`config.mk`:
```
export PLATFORM = sky130hd
export DESIGN_NAME = semUnit
export DESIGN_NICKNAME = d
export VERILOG_FILES = /design/src/rtl/semPkg.sv /design/src/rtl/semCtrl.sv /design/src/rtl/semBank.sv /design/src/rtl/semUnit.sv
export SDC_FILE = /design/constraint.sdc
export NUM_CORES = 1
export LEC_CHECK = 0
export ABC_AREA = 1
export CORE_MARGIN = 8
export CORE_UTILIZATION = 48
export CTS_CLUSTER_DIAMETER = 50
export DETAILED_ROUTE_END_ITERATION = 10
export MAX_ROUTING_LAYER = met4
export PLACE_DENSITY = 0.86
export SLEW_MARGIN = 40
export SYNTH_ARGS = -nofsm -noshare
export SYNTH_HDL_FRONTEND = slang
export SYNTH_HIERARCHICAL = 1
export SYNTH_SLANG_ARGS = --single-unit
```
`constraint.sdc`:
```
create_clock -name clk -period 2.3 [get_ports clk]
set_input_delay 0.46 -clock clk [delete_from_list [all_inputs] [get_ports clk]]
set_output_delay 0.46 -clock clk [all_outputs]
set_load 0.01 [all_outputs]
```
`src/rtl/semPkg.sv`:
```
package semPkg;
  localparam int SEM_NUM = 8;
  localparam int DATA_W  = 16;

  // Per-token strobes from control to datapath
  typedef struct packed {
    logic req;   // port wrote 0 to this token
    logic rel;   // port wrote 1 to this token
  } portStrobe_t;

  // Per-token state
  typedef struct packed {
    logic held;     // token owned by some port
    logic holderR;  // 1: right owns, 0: left owns
    logic pend;     // the non-holding port is waiting
  } semState_t;
endpackage

```
`src/rtl/semCtrl.sv`:
```
module semCtrl #(
  parameter int NumSem = semPkg::SEM_NUM,
  localparam int IdxW = $clog2(NumSem)
) (
  input  logic leftEn,
  input  logic leftSemN,
  input  logic leftWr,
  input  logic [IdxW-1:0] leftIdx,
  input  logic leftBit,
  input  logic rightEn,
  input  logic rightSemN,
  input  logic rightWr,
  input  logic [IdxW-1:0] rightIdx,
  input  logic rightBit,
  output logic accL,
  output logic accR,
  output semPkg::portStrobe_t [NumSem-1:0] strobeL,
  output semPkg::portStrobe_t [NumSem-1:0] strobeR
);
  assign accL = leftEn & ~leftSemN;
  assign accR = rightEn & ~rightSemN;

  for (genvar i = 0; i < NumSem; i++) begin : g_dec
    logic hitL, hitR;
    assign hitL = accL & leftWr & (leftIdx == IdxW'(i));
    assign hitR = accR & rightWr & (rightIdx == IdxW'(i));
    assign strobeL[i].req = hitL & ~leftBit;
    assign strobeL[i].rel = hitL & leftBit;
    assign strobeR[i].req = hitR & ~rightBit;
    assign strobeR[i].rel = hitR & rightBit;
  end
endmodule

```
`src/rtl/semBank.sv`:
```
module semBank #(
  parameter int NumSem = semPkg::SEM_NUM,
  parameter int DataW  = semPkg::DATA_W,
  localparam int IdxW = $clog2(NumSem)
) (
  input  logic clk,
  input  logic rstN,
  input  semPkg::portStrobe_t [NumSem-1:0] strobeL,
  input  semPkg::portStrobe_t [NumSem-1:0] strobeR,
  input  logic accL,
  input  logic accR,
  input  logic [IdxW-1:0] leftIdx,
  input  logic [IdxW-1:0] rightIdx,
  output logic [DataW-1:0] leftDout,
  output logic [DataW-1:0] rightDout,
  output logic [NumSem-1:0] flagL,
  output logic [NumSem-1:0] flagR,
  output logic [NumSem-1:0] pendVec
);
  import semPkg::*;

  for (genvar i = 0; i < NumSem; i++) begin : g_sem
    semState_t cur, nxt;
    logic pe;

    always_comb begin
      nxt = cur;
      pe  = 1'b0;
      if (!cur.held) begin
        if (strobeL[i].req)      nxt = '{held: 1'b1, holderR: 1'b0, pend: strobeR[i].req};
        else if (strobeR[i].req) nxt = '{held: 1'b1, holderR: 1'b1, pend: 1'b0};
      end else if (!cur.holderR) begin
        pe = (cur.pend | strobeR[i].req) & ~strobeR[i].rel;
        if (strobeL[i].rel) nxt = pe ? '{held: 1'b1, holderR: 1'b1, pend: 1'b0} : '0;
        else                nxt.pend = pe;
      end else begin
        pe = (cur.pend | strobeL[i].req) & ~strobeL[i].rel;
        if (strobeR[i].rel) nxt = pe ? '{held: 1'b1, holderR: 1'b0, pend: 1'b0} : '0;
        else                nxt.pend = pe;
      end
    end

    always_ff @(posedge clk or negedge rstN) begin
      if (!rstN) cur <= '0;
      else       cur <= nxt;
    end

    assign flagL[i]   = ~(cur.held & ~cur.holderR);
    assign flagR[i]   = ~(cur.held & cur.holderR);
    assign pendVec[i] = cur.pend;
  end

  assign leftDout  = accL ? {DataW{flagL[leftIdx]}}  : '0;
  assign rightDout = accR ? {DataW{flagR[rightIdx]}} : '0;
endmodule

```
`src/rtl/semUnit.sv`:
```
module semUnit #(
  parameter int NumSem = semPkg::SEM_NUM,
  parameter int DataW  = semPkg::DATA_W,
  localparam int IdxW = $clog2(NumSem)
) (
  input  logic clk,
  input  logic rstN,
  input  logic leftEn,
  input  logic leftSemN,
  input  logic leftWr,
  input  logic [IdxW-1:0] leftIdx,
  input  logic [DataW-1:0] leftDin,
  output logic [DataW-1:0] leftDout,
  input  logic rightEn,
  input  logic rightSemN,
  input  logic rightWr,
  input  logic [IdxW-1:0] rightIdx,
  input  logic [DataW-1:0] rightDin,
  output logic [DataW-1:0] rightDout
);
  semPkg::portStrobe_t [NumSem-1:0] strobeL, strobeR;
  logic accL, accR;
  logic [NumSem-1:0] flagL, flagR, pendVec;
  logic unusedDin;

  assign unusedDin = ^{leftDin[DataW-1:1], rightDin[DataW-1:1]};

  semCtrl #(.NumSem(NumSem)) u_ctrl (
    .leftEn(leftEn), .leftSemN(leftSemN), .leftWr(leftWr), .leftIdx(leftIdx),
    .leftBit(leftDin[0]),
    .rightEn(rightEn), .rightSemN(rightSemN), .rightWr(rightWr), .rightIdx(rightIdx),
    .rightBit(rightDin[0]),
    .accL(accL), .accR(accR), .strobeL(strobeL), .strobeR(strobeR)
  );

  semBank #(.NumSem(NumSem), .DataW(DataW)) u_bank (
    .clk(clk), .rstN(rstN), .strobeL(strobeL), .strobeR(strobeR),
    .accL(accL), .accR(accR), .leftIdx(leftIdx), .rightIdx(rightIdx),
    .leftDout(leftDout), .rightDout(rightDout),
    .flagL(flagL), .flagR(flagR), .pendVec(pendVec)
  );
endmodule

```
==> impl_metrics.tcl <==
set metrics [dict create \
    status "finished clean" \
    hold_class "in2async" \
    placer_congestion_estimate 0.962 \
    antenna_cells_inserted 0 \
    drt-total-wl_mm 6.57 \
    die_height_um 87.2 \
    core_area_um2 5010 \
    met2_usage_pct 33.3 \
    syn-mean-instance-area_um2 6.05 \
    synth.cell_area_um2 2430 \
    path_delay_family "buffers and inverters" \
    critPathMaxStageDelay_ns 0.27 \
    clock_latency_ns 0.27 \
    drive_gt1_share_pct 17.8 \
    floorplan.initialDensity_pct 48.6 \
    timing.final.crit_share_pct 95.2 \
    capturing_element_type_of_the_critical_path "primary output" \
    path_buf_inv 4 \
    cp_common_cell "sky130_fd_sc_hd__nand3_1" \
    tritoncts "yes" \
    power-per-cell-area_nw_per_um2 842 \
    layoutNonFillerInstCount 515 \
    layout.cells.most_common "sky130_fd_sc_hd__inv_1" \
    peak_freq_mhz 456 \
    postCtsHoldBufs 0 \
    max_cap_viol_count 0 \
    initial_antenna_violation_count 0 \
    first_pass_grt_wire_length_mm 11.2 \
    worstPathRequired_ns 1.84 \
    hpwl_mm 5.19 \
    cts.path.max_buffers 2 \
    drt_pre_antenna_iters 5 \
    max-vdd-ir-drop_v 0.000575 \
    dpl.cell_count 509 \
    clockRootBuffer "sky130_fd_sc_hd__clkbuf_8" \
    share_clk_of_total_power_pct 11.6 \
    worstSetupStartpointType "input port" \
    route.antenna.remaining_nets 0 \
    cts_setup_buffers 0 \
    die_width_um 87.2 \
    criticalPathCategory "in2out" \
    drc 0 \
    syn_to_final_growth_pct 25.0 \
    yosys_warnings 6 \
    cts.htree.levels 1 \
    leakage_nw 1.43 \
    tritoncts_num_sinks 24 \
    gr-usage-met1_pct 19.5 \
    viasPerCell 5.28 \
    share_seq_of_total_power_pct 30.8 \
    internal-power_mw 1.37 \
    grt_util_all_layers_pct 18.3 \
    portBuffers 47 \
    globalRouteMet3Util_pct 4.15 \
    grt.busiest_layer "met2" \
    nets 492 \
    grt.overflow.total 0 \
    numCtsBuffers 3 \
    synthesis.instances 402 \
    first_global_vias 2653 \
    critical_path_peak_fanout 8 \
    grt_start_max_net_pins 25 \
    detail_route.iter0.violations 223 \
    fin_worst_skew_ns 0.00678 \
    core_rows 26 \
    post_placement_setup_slack_ns -0.440 \
    final_cell_mix "78 x sky130_fd_sc_hd__inv_1, 64 x sky130_fd_sc_hd__nand2_1, 46 x sky130_fd_sc_hd__nand3_1" \
    design.die.area_um2 7600 \
    p_sw_mw 1.18 \
    worst_case_setup_margin_in_the_final_layout_ns 0.109 \
    num_io_pins 78 \
    tightestPinTransition_ns 0.492 \
    slew_viol_final 0 \
    finalHoldViolCount 0 \
    cp_cell_sequence "dlygate4sd2_1, buf_4, nand3_1, nand3_1, nand3_1, nand2_1, nor2_4, buf_6, clkdlybuf4s15_2" \
    clk_pin_slew_worst_paths_ns 0.09 \
    slowest_stage_cell_cp "sky130_fd_sc_hd__dlygate4sd2_1" \
    slew_headroom_pct 66.9 \
    combPwrFrac_pct 57.6 \
    power.switching_fraction_pct 46.3 \
    timing.final.crit_period_ns 2.19 \
    rsz_0062_raised_after_global_routing "no" \
    detailroute.via_count 2717 \
    critPathArrivalTime_ns 1.73 \
    final-setup-viol-count 0 \
    synthesis.nets 448 \
    post_dr_wirelength_cell_um 12.8 \
]
[path summary, 6_finish.rpt]
kind                                                 endpoint                        startpoint  slack [ns]  depth (start not counted)
max in group asynchronous       u_bank/pendVec[6]$_DFFE_PN0P_                              rstN        1.51                          2
min in group clk                u_bank/pendVec[7]$_DFFE_PN0P_     u_bank/pendVec[7]$_DFFE_PN0P_        0.55                          2
hold reg to reg                 u_bank/pendVec[7]$_DFFE_PN0P_     u_bank/pendVec[7]$_DFFE_PN0P_        0.55                          2
setup / recovery                                  leftDout[6]                        leftIdx[0]        0.11                          9
setup reg to reg             u_bank/g_sem[1].cur[2]$_DFF_PN0_  u_bank/g_sem[1].cur[2]$_DFF_PN0_        1.11                          5
hold / removal             u_bank/g_sem[1].cur[1]$_DFFE_PN0P_                              rstN        0.55                          2
[power by group through the flow]
stage / Combinational [mW] / Sequential [mW] / Clock (mW)
floorplan: 1.13 / 0.746 / 0
global placement: 1.40 / 0.787 / 0
detailed placement: 1.46 / 0.795 / 0
CTS: 1.46 / 0.787 / 0.304
global route: 1.70 / 0.820 / 0.317
finish: 1.47 / 0.788 / 0.297
[worst register-to-register path: stages, from the launching register on]
cell                      delay, ns
sky130_fd_sc_hd__dfrtp_1       0.42
sky130_fd_sc_hd__buf_4         0.17
sky130_fd_sc_hd__nor3_2        0.21
sky130_fd_sc_hd__inv_1         0.08
sky130_fd_sc_hd__a21oi_1       0.14
sky130_fd_sc_hd__nand2_1       0.07
[cell type report]
class                      instances  area (µm²)
fill                             474        1970
multi-input combinational        259        1270
timing repair buffer              74         716
sequential                        24         601
inverter                          84         315
tap                               70        87.6
clock buffer                       4        55.1
[through the flow]
stage	utilization, %	total power, mW	cell area, µm²	hold WS (ns)	setup TNS (ns)
global placement	58.2	2.19	2920	0.519	-13.28
detailed placement	58.2	2.25	2920	0.526	-13.74
CTS	60.5	2.55	3030	0.547	0
finish	60.7	2.56	3040	0.547	0
global route	60.7	2.84	3040	0.580	0
floorplan	-	1.88	2430	0.164	0
[routing by layer]
metal  vias up  share of wire [%]
li1       1349                  -
met5         -                  0
met4         0                1.7
met1      1258                 40
met2        98                 50
met3        12                8.1
[registers in the layout (all words and copies together), names as in the netlist]
register / count
u_bank/pendVec: 8
u_bank/g_sem.cur: 16
[timing repair]
action                     4_1_cts  5_1_grt
pin swaps                        1        0
setup endpoints to repair       32        3
resized for setup              109        2
cloned                           2        0
Power figures use the tool's default switching activity.
